==> src/rtl/dwellRingPkg.sv <==
package dwellRingPkg;

  typedef enum logic [1:0] {
    PH_A = 2'd0,
    PH_B = 2'd1,
    PH_C = 2'd2,
    PH_D = 2'd3
  } phase_t;

  typedef struct packed {
    logic   reload;
    phase_t target;
  } ctrlStrobe_t;

  function automatic phase_t ringNext(input phase_t cur);
    case (cur)
      PH_A:    return PH_B;
      PH_B:    return PH_C;
      PH_C:    return PH_D;
      default: return PH_A;
    endcase
  endfunction

endpackage

==> src/rtl/dwellRingData.sv <==
module dwellRingData
  import dwellRingPkg::*;
#(
  parameter int TIME_A = 1000,
  parameter int TIME_B = 555,
  parameter int TIME_C = 666,
  parameter int TIME_D = 784,
  parameter int CW     = 11
) (
  input  logic        clk,
  input  logic        rst,
  input  ctrlStrobe_t strobe,
  output logic        expired
);

  localparam int NPH = 4;

  logic [CW-1:0] loadTable [NPH];
  logic [CW-1:0] count;
  logic [CW-1:0] reloadVal;

  for (genvar i = 0; i < NPH; i++) begin : g_load
    localparam int T = (i == 0) ? TIME_A : (i == 1) ? TIME_B :
                       (i == 2) ? TIME_C : TIME_D;
    assign loadTable[i] = CW'(T - 1);
  end

  assign reloadVal = loadTable[strobe.target];

  always_ff @(posedge clk) begin
    if (rst)                count <= loadTable[PH_A];
    else if (strobe.reload) count <= reloadVal;
    else                    count <= count - 1'b1;
  end

  assign expired = count[CW-1];

endmodule

==> src/rtl/dwellRingCtrl.sv <==
module dwellRingCtrl
  import dwellRingPkg::*;
(
  input  logic        clk,
  input  logic        rst,
  input  logic        expired,
  output ctrlStrobe_t strobe,
  output phase_t      phase,
  output logic        stepPulse
);

  phase_t upcoming;

  assign upcoming      = ringNext(phase);
  assign strobe.reload = expired;
  assign strobe.target = upcoming;

  always_ff @(posedge clk) begin
    if (rst) begin
      phase     <= PH_A;
      stepPulse <= 1'b0;
    end else begin
      stepPulse <= expired;
      if (expired) phase <= upcoming;
    end
  end

endmodule

==> src/rtl/dwellRing.sv <==
module dwellRing
  import dwellRingPkg::*;
#(
  parameter int TIME_A = 1000,
  parameter int TIME_B = 555,
  parameter int TIME_C = 666,
  parameter int TIME_D = 784
) (
  input  logic       clk,
  input  logic       rst,
  output logic [1:0] stateCode,
  output logic       stepPulse
);

  localparam int MAX_AB = (TIME_A > TIME_B) ? TIME_A : TIME_B;
  localparam int MAX_CD = (TIME_C > TIME_D) ? TIME_C : TIME_D;
  localparam int MAX_T  = (MAX_AB > MAX_CD) ? MAX_AB : MAX_CD;
  localparam int CW     = $clog2(MAX_T + 1) + 1;

  ctrlStrobe_t strobe;
  phase_t      phase;
  logic        expired;

  dwellRingCtrl u_ctrl (
    .clk       (clk),
    .rst       (rst),
    .expired   (expired),
    .strobe    (strobe),
    .phase     (phase),
    .stepPulse (stepPulse)
  );

  dwellRingData #(
    .TIME_A (TIME_A),
    .TIME_B (TIME_B),
    .TIME_C (TIME_C),
    .TIME_D (TIME_D),
    .CW     (CW)
  ) u_data (
    .clk     (clk),
    .rst     (rst),
    .strobe  (strobe),
    .expired (expired)
  );

  assign stateCode = phase;

endmodule

==> config.mk <==
export PLATFORM = sky130hd
export DESIGN_NAME = dwellRing
export DESIGN_NICKNAME = d
export VERILOG_FILES = /design/src/rtl/dwellRingPkg.sv /design/src/rtl/dwellRingData.sv /design/src/rtl/dwellRingCtrl.sv /design/src/rtl/dwellRing.sv
export SDC_FILE = /design/constraint.sdc
export NUM_CORES = 1
export LEC_CHECK = 0
export ABC_CLOCK_PERIOD_IN_PS = 1600
export BUFFER_PORTS_ARGS = -buffer_cell sky130_fd_sc_hd__buf_2
export CORE_MARGIN = 1.5
export CORE_UTILIZATION = 51
export CTS_BUF_LIST = sky130_fd_sc_hd__clkbuf_16
export DETAILED_ROUTE_END_ITERATION = 12
export PLACE_DENSITY = 0.72
export SKIP_CTS_REPAIR_TIMING = 1
export SYNTH_ARGS = -nofsm -noshare
export SYNTH_HDL_FRONTEND = slang
export SYNTH_SLANG_ARGS = --single-unit
==> constraint.sdc <==
create_clock -name clk -period 1.6 [get_ports clk]
set_input_delay 0.08 -clock clk [delete_from_list [all_inputs] [get_ports clk]]
set_output_delay 0.08 -clock clk [all_outputs]
set_load 0.02 [all_outputs]
== After elaboration in Yosys (flattened, before gate mapping) ==
Cells that the tools add are included.
Widths: inputs -> output; s select.

* Register bits after elaboration: 14
* Input port bits: 2
* Output and inout bits: 3
* Word-level logic and storage cells: 14

* $add $sub $neg: 1
* $lt $le $gt $ge: 1
* Equality and inequality tests: 2
* Mux-type cells: 5
* Bitwise gates (word level): 1
* Reductions and logical operators: 1

{| class="wikitable"
|+ Operators by type and width
! operator !! count
|-
| $mux 11 || 3
|-
| $bmux 11 s2 || 1
|-
| $sub 11x1->11 const B || 1
|-
| $pmux 2 s3 || 1
|-
| $ge 3x3->1 const B || 1
|-
| $not 2->3 || 1
|-
| $eq 2x1->1 const B || 1
|-
| $eq 2x2->1 const B || 1
|-
| $logic_not 2->1 || 1
|}

== Depth between registers and ports, before layout ==
Gate-level depths: netlist (run 1).

* Depth in word-level cells: 7
* Depth in mapped cells: 5
* Mapped depth without buffers: 5

== Cells and area by module ==
Synthesis (run 1) repeated with hierarchy kept, for this count alone.

* Cells, all modules: 89
* Area total of the unflattened synthesis: 794.5 sq um

{| class="wikitable"
|+ By module, submodules not included
! module !! times used !! cells an instance !! area an instance (sq um) !! sequential area each (sq um)
|-
| dwellRingData || 1 || 72 || 628.1 || 220.2
|-
| dwellRingCtrl || 1 || 17 || 166.4 || 60.1
|}

== Worst setup path before layout (run 1) ==
Ideal clock, no wire load.

* Kind: register -> register
* Start: register u_ctrl.phase[0]
* End: register u_data.count[2]
* Library setup time: 0.133 ns
* Arrival time: 1.372 ns
* Required time: 1.467 ns
* Setup slack: 0.094 ns
* Stages on the path, launching flop included: 6
* Buffers on the path: 0
* Clock period less this slack: 1.506 ns
* Cell sequence: dfxtp_1 -> inv_1 -> ha_1 -> o21a_1 -> o21ai_0 -> o211ai_1

{| class="wikitable"
|+ RTL lines
! what !! line !! source
|-
| start, declared || dwellRingCtrl.sv:8 || <nowiki>output phase_t phase,</nowiki>
|-
| start signal, assigned || dwellRingCtrl.sv:24 || <nowiki>if (expired) phase <= upcoming;</nowiki>
|-
| end signal, assigned || dwellRingData.sv:31 || <nowiki>if (rst) count <= loadTable[PH_A];</nowiki>
|-
| end signal, assigned || dwellRingData.sv:32 || <nowiki>else if (strobe.reload) count <= reloadVal;</nowiki>
|-
| end signal, assigned || dwellRingData.sv:33 || <nowiki>else count <= count - 1'b1;</nowiki>
|-
| end, declared || dwellRingData.sv:19 || <nowiki>logic [CW-1:0] count;</nowiki>
|}

== Worst setup path after layout (run 1) ==
* Start: register u_data.count[5]
* End: register u_data.count[8]

* Cells in the longest elaborated chain, start to end: 2

{| class="wikitable"
|+ Ends and longest elaborated chain
! what !! line
|-
| $sub 11x1->11 || dwellRingData.sv:33
|-
| $mux 11 || dwellRingData.sv:32
|}

Every way passes these cells.
A chain may end at the register's enable or synchronous reset.

==> results of run 1 <==
==> cell usage in the layout, fill, tap and decap left out, types with 2 or more instances in the layout <==
| cell | n |
|---|---|
| o21ai_0 | 3 |
| o21a_1 | 2 |
| a211oi_1 | 2 |
| or4_1 | 3 |
| nand2_1 | 7 |
| clkinv_1 | 2 |
| buf_2 | 4 |
| xnor2_1 | 2 |
| a21oi_1 | 3 |
| nand4_1 | 2 |
| or3_1 | 3 |
| o211ai_1 | 2 |
| clkbuf_16 | 3 |
| a311oi_1 | 2 |
| nor3_1 | 5 |
| inv_1 | 5 |
| buf_4 | 3 |
| ha_1 | 8 |
| nor2_1 | 7 |
| dfxtp_1 | 14 |
==> worst register-to-register path, stage by stage, from the launching register on <==
cell and delay, ns:
dfxtp_1 0.32, or4_4 0.56, or4b_1 0.51, nand4_1 0.09
==> area by class of cell <==
cell class / instances / area (µm²) / area share [%]
multi-input cells: 62 / 434.2 / 49.50
well taps: 15 / 18.77 / 2.140
inverters: 6 / 22.52 / 2.568
repair buffers: 7 / 42.54 / 4.850
clock inverters: 1 / 3.754 / 0.4280
clock buffers: 3 / 75.07 / 8.559
flip-flops and latches: 14 / 280.3 / 31.95
==> per-stage QoR <==
stage / area, µm² / setup WS (ns) / utilization (%) / hold WS, ns / std cells
3_3_place_gp: 798.3 / 0.09700 / 59.85 / 0.3775 / 104
4_1_cts: 877.1 / 0.05465 / 65.76 / 0.1392 / 108
3_5_place_dp: 798.3 / 0.06869 / 59.85 / 0.3841 / 104
6_report: 877.1 / 0.05120 / 65.76 / 0.1397 / 108
5_1_grt: 877.1 / 0.003947 / 65.76 / 0.1451 / 108
2_1_floorplan: 748.2 / 0.09440 / - / 0.2326 / 85
==> flip-flops by register name (all words and copies together), names as in the netlist <==
| signal | count |
|---|---|
| u_data.count | 11 |
| u_ctrl.phase | 2 |
| u_ctrl.stepPulse | 1 |
==> where the power goes <==
part           leakage, nW  internal [W]  switching [W]
logic                0.193     0.0000140      0.0000169
registers            0.114      0.000356     0.00000538
clock network       0.0385      0.000331       0.000148
total                0.345      0.000701       0.000170
==> worst min-delay path by stage <==
stage                     depth (start not counted)  startpoint          endpoint
after floorplan                                   2         rst   u_data.count[0]
after global placement                            2         rst  u_ctrl.stepPulse
after detailed placement                          2         rst  u_ctrl.stepPulse
after CTS                                         2         rst  u_ctrl.stepPulse
after global routing                              2         rst  u_ctrl.stepPulse
final                                             2         rst  u_ctrl.stepPulse
==> routing by layer <==
metal,wire length (µm),up-vias
met4,25,0
met1,749,297
li1,-,325
met3,40,4
met5,0,-
met2,742,13
==> cells by family after synthesis <==
| kind of cell | synth area share [%] |
|---|---|
| AO/OA/AOI/OAI | 15.72 |
| XOR/XNOR | 2.342 |
| adder cells (fa/ha/maj) | 13.38 |
| buffers and inverters | 4.515 |
| flip-flops | 37.46 |
| multiplexers | 1.505 |
| AND/OR/NAND/NOR | 25.08 |
==> metrics.csv, run 1 <==
metric,value,unit
setup TNS,0,ns
Critical Path End,u_data.count[8],
Syn Nets,95,
slowest CP cell,or4_4,
Critical Path Start Type,flip-flop,
Critical Path End Type,flip-flop,
Final Skew,0.002018,ns
Reg-to-Reg Start,u_data.count[5],
Mapped Cells,85,
CTS tree,yes,
critical path type,flip-flop to flip-flop,
Pwr Total,0.0008710,W
layout cells sized above 1,16.13,%
largest net degree at the start of global routing,12,
Post-DP HPWL,1013,µm
DRT Wirelength,1557,µm
vias in the first global route,534,
YS warnings,0,
via count,639,
Final period util,96.80,%
worst-path fanout max,4,
met2 GRT Util,34.38,%
core area,0.001334,mm²
diode count,0,
Post-DRT Antenna Nets,0,
RSZ-0062 raised after global routing,false,
Main synth FF type,dfxtp_1,
Area Overhead vs Synth,17.22,%
clk_lat worst skew,0.24,ns
Max Transition Viols Final,0,
Worst path depth,3,
global route overflow,0,
run status,finished clean,
endpoints failing setup,0,
Pleak,0.3455,nW
leading area contributor after synthesis,dfxtp_1,
Buf/Inv on CP,0,
number of register bits inferred by synthesis,14,
Top delay family on crit path,simple AND/OR/NAND/NOR gates,
Critical Path RT,1.78,ns
post-synth cell types,29,
DRC violations left,0,
Sink Count,14,
CP Launch Point,u_data.count[5],
Worst EP arrival,1.73,ns
sequential element share of the synthesized area,37.46,%
first-pass GRT wire length,2373,µm
max_slew headroom,73.32,%
Filler cells,109,
Fin. Hold Viols,0,
DIE HEIGHT,41.30,µm
1st-iter DRT viols,22,
commonest cells in the netlist,"14 x dfxtp_1, 8 x ha_1, 7 x nand2_1, 7 x nor2_1",
pwr dens,993.1,mW/mm²
clock period minus worst slack,1.549,ns
CTS clock-pin slew for the worst setup and hold paths,0.05,ns
first-pass iteration count of the detailed router,4,
VDD IR max,565.5,µV
largest stage delay on the critical path,0.56,ns
gr busiest metal,met2,
Hold Path Class,primary input to flip-flop,
max cap viols,0,
I/O Pins,5,
share of synthesized registers carrying an async set or reset,0,%
post-synthesis average cell area,8.803,µm²
Num CTS Buffers,3,
most common cell in the netlist,dfxtp_1,
Total Routing Usage GR,21.58,%
number of flops mapped to enable cells by yosys,0,
Mapped Area,748.2,µm²
Synth top area share,37.46,%
starting density of the core,56.10,%
std cell rows,13,
Port-buffer cells,4,
met1 Use GR,28.66,%
number of cells on the worst reg-to-reg path,3,
Final nets,104,
initial antenna violation count,0,
RR Endpoint,u_data.count[8],
fmax,645.7,MHz
DR vias/cell,5.917,
wire per inst,14.42,µm
cell chain of the critical path,or4_4 > or4b_1 > nand4_1,
die width,41.30,µm
FF-to-FF setup slack,0.05,ns
H-tree depth,1,
Final Wtd Congestion,0.7558,
root buf cell,clkbuf_16,
Worst Tran Pin Value,0.3972,ns
die area,0.001706,mm²
GR Util met3,3.191,%
dominant cells by area after synthesis,"dfxtp_1 37%, ha_1 13%, nand2_1 3.5%, nor2_1 3.5%, nor3_1 3.3%",
worst-case clock buffer depth,2,
No activity file was read; power rests on OpenSTA's default activity.
==> run 2: changes to the inputs <==
- PLACE_DENSITY: 0.72 -> not set
- PLACE_DENSITY_LB_ADDON: not set -> 0.08
==> run 2 against run 1 <==
  * Routed wire length shrank 2.4%
  * Setup slack lost 0.0066 ns
  * Sequential power is essentially flat
  * Global-route usage grew 1.1 points
  * Final area grew 0.86%
  * Total power shrank 0.68%
  * Flip-flop and latch count is the same
  * Hold slack gained 0.0041 ns
  * Sequential share of layout area shrank 0.27 points
  * Count of clock-buffer cells in the layout is the same
  * Critical endpoint unchanged
  * Largest cell class unchanged
  * Largest power group unchanged
==> metrics.csv, run 2 (same netlist as run 1, synthesis figures left out) <==
metric,value,unit
Worst EP arrival,1.74,ns
Final WS setup,0.04459,ns
via count,636,
Net Switching,0.0001643,W
number of cells on the worst reg-to-reg path,3,
die width,41.30,µm
pwr dens,978.0,mW/mm²
wire per inst,13.94,µm
cell chain of the critical path,or4_4 > or4b_1 > nand4_1,
Final nets,105,
CTS clock-pin slew for the worst setup and hold paths,0.05,ns
vias in the first global route,544,
Final Wtd Congestion,0.7853,
clk_lat worst skew,0.24,ns
Top delay family on crit path,simple AND/OR/NAND/NOR gates,
Final Instance Count excl. Fillers,109,
root buf cell,clkbuf_16,
VDD IR max,559.6,µV
Post-DP HPWL,1091,µm
RR Endpoint,u_data.count[8],
Critical Path RT,1.78,ns
most frequent cells in the layout,"14 x dfxtp_1, 8 x ha_1, 7 x nand2_1, 7 x nor2_1",
Worst path depth,3,
Post-DRT Antenna Nets,0,
run status,finished clean,
I/O Pins,5,
Filler cells,124,
largest stage delay on the critical path,0.56,ns
FF-to-FF setup slack,0.04,ns
worst-path fanout max,4,
Worst Tran Pin Value,0.4845,ns
Reg-to-Reg Start,u_data.count[5],
starting density of the core,56.10,%
DRC violations left,0,
Critical Path End,u_data.count[8],
Reg with most FFs,u_data.count,
diode count,0,
Total Routing Usage GR,22.67,%
Critical Path End Type,flip-flop,
CP Launch Point,u_data.count[5],
first-pass iteration count of the detailed router,4,
DIE HEIGHT,41.30,µm
worst-case clock buffer depth,2,
clock period minus worst slack,1.555,ns
Gate power share,3.7,%
fmax,642.9,MHz
std cell rows,13,
Clk pwr share,54.5,%
Net Sw Frac,18.99,%
Num CTS Buffers,3,
max cap viols,0,
Pleak,0.3497,nW
CTS tree,yes,
Port-buffer cells,4,
Area Overhead vs Synth,18.23,%
max_slew headroom,67.45,%
"commonest non-fill, non-tap cell in the layout",dfxtp_1,
DR vias/cell,5.835,
Buf/Inv on CP,0,
Pwr Total,0.0008651,W
Fin. Hold Viols,0,
Largest regs,"u_data.count (11), u_ctrl.phase (2), u_ctrl.stepPulse (1)",
Critical Path Start Type,flip-flop,
max reg flops,11,
pre-CTS setup slack,0.06323,ns
RSZ-0062 raised after global routing,false,
"Core Util, Final",66.32,%
Pint,0.0007009,W
Max Transition Viols Final,0,
Final Skew,0.001432,ns
die area,0.001706,mm²
layout cells sized above 1,17.02,%
critical path type,flip-flop to flip-flop,
1st-iter DRT viols,30,
Hold Path Class,primary input to flip-flop,
global route overflow,0,
H-tree depth,1,
Sink Count,14,
Seq pwr share,41.8,%
Final period util,97.21,%
endpoints failing setup,0,
core area,0.001334,mm²
cell total after placement,105,
DRT Wirelength,1520,µm
initial antenna violation count,0,
largest net degree at the start of global routing,12,
first-pass GRT wire length,2442,µm
slowest CP cell,or4_4,
setup TNS,0,ns
[run 2: cell count changes in the layout (fill, tap and decap cells not counted), sizes merged]
cell / before / now
buf: 7 / 8
[run 2: metrics by stage]
step           hold WS, ns  area (µm²)
5_1_grt             0.1507       884.6
3_5_place_dp        0.3895       805.8
6_report            0.1437       884.6
4_1_cts             0.1400       884.6
3_3_place_gp        0.3817       805.8
2_1_floorplan       0.2326       748.2
[run 2: worst min path at each step]
stage,slack [ns],startpoint,depth (start not counted),to
floorplan,0.23,rst,2,u_data.count[0]
global placement,0.38,rst,2,u_ctrl.stepPulse
detailed placement,0.39,rst,2,u_ctrl.stepPulse
CTS,0.14,rst,2,u_ctrl.stepPulse
global route,0.15,rst,2,u_ctrl.stepPulse
finish,0.14,rst,2,u_ctrl.stepPulse
[run 2: power by group through the flow]
stage | sequential [W] | clock (W) | combinational (W)
final | 0.000362 | 0.000472 | 0.0000316
after global routing | 0.000362 | 0.000487 | 0.0000356
after CTS | 0.000362 | 0.000474 | 0.0000314
after detailed placement | 0.000369 | 0 | 0.0000312
after global placement | 0.000368 | 0 | 0.0000301
after floorplan | 0.000367 | 0 | 0.0000245
[run 2: metal layers]
layer  track usage [%]  routed length, µm  up-vias
li1                  -                  -      327
met1             30.52                757      297
met2             34.38                711        8
met3             4.787                 30        4
met4             10.48                 21        0
met5                 0                  0        -
[run 2: final cells by class]
type                    count  area, µm²  share of cell area, %
clock buffers               3      75.07                  8.487
clock inverters             1      3.754                 0.4243
flip-flops and latches     14      280.3                  31.68
inverters                   6      22.52                  2.546
multi-input cells          62      434.2                  49.08
well taps                  15      18.77                  2.122
repair buffers              8      50.05                  5.658
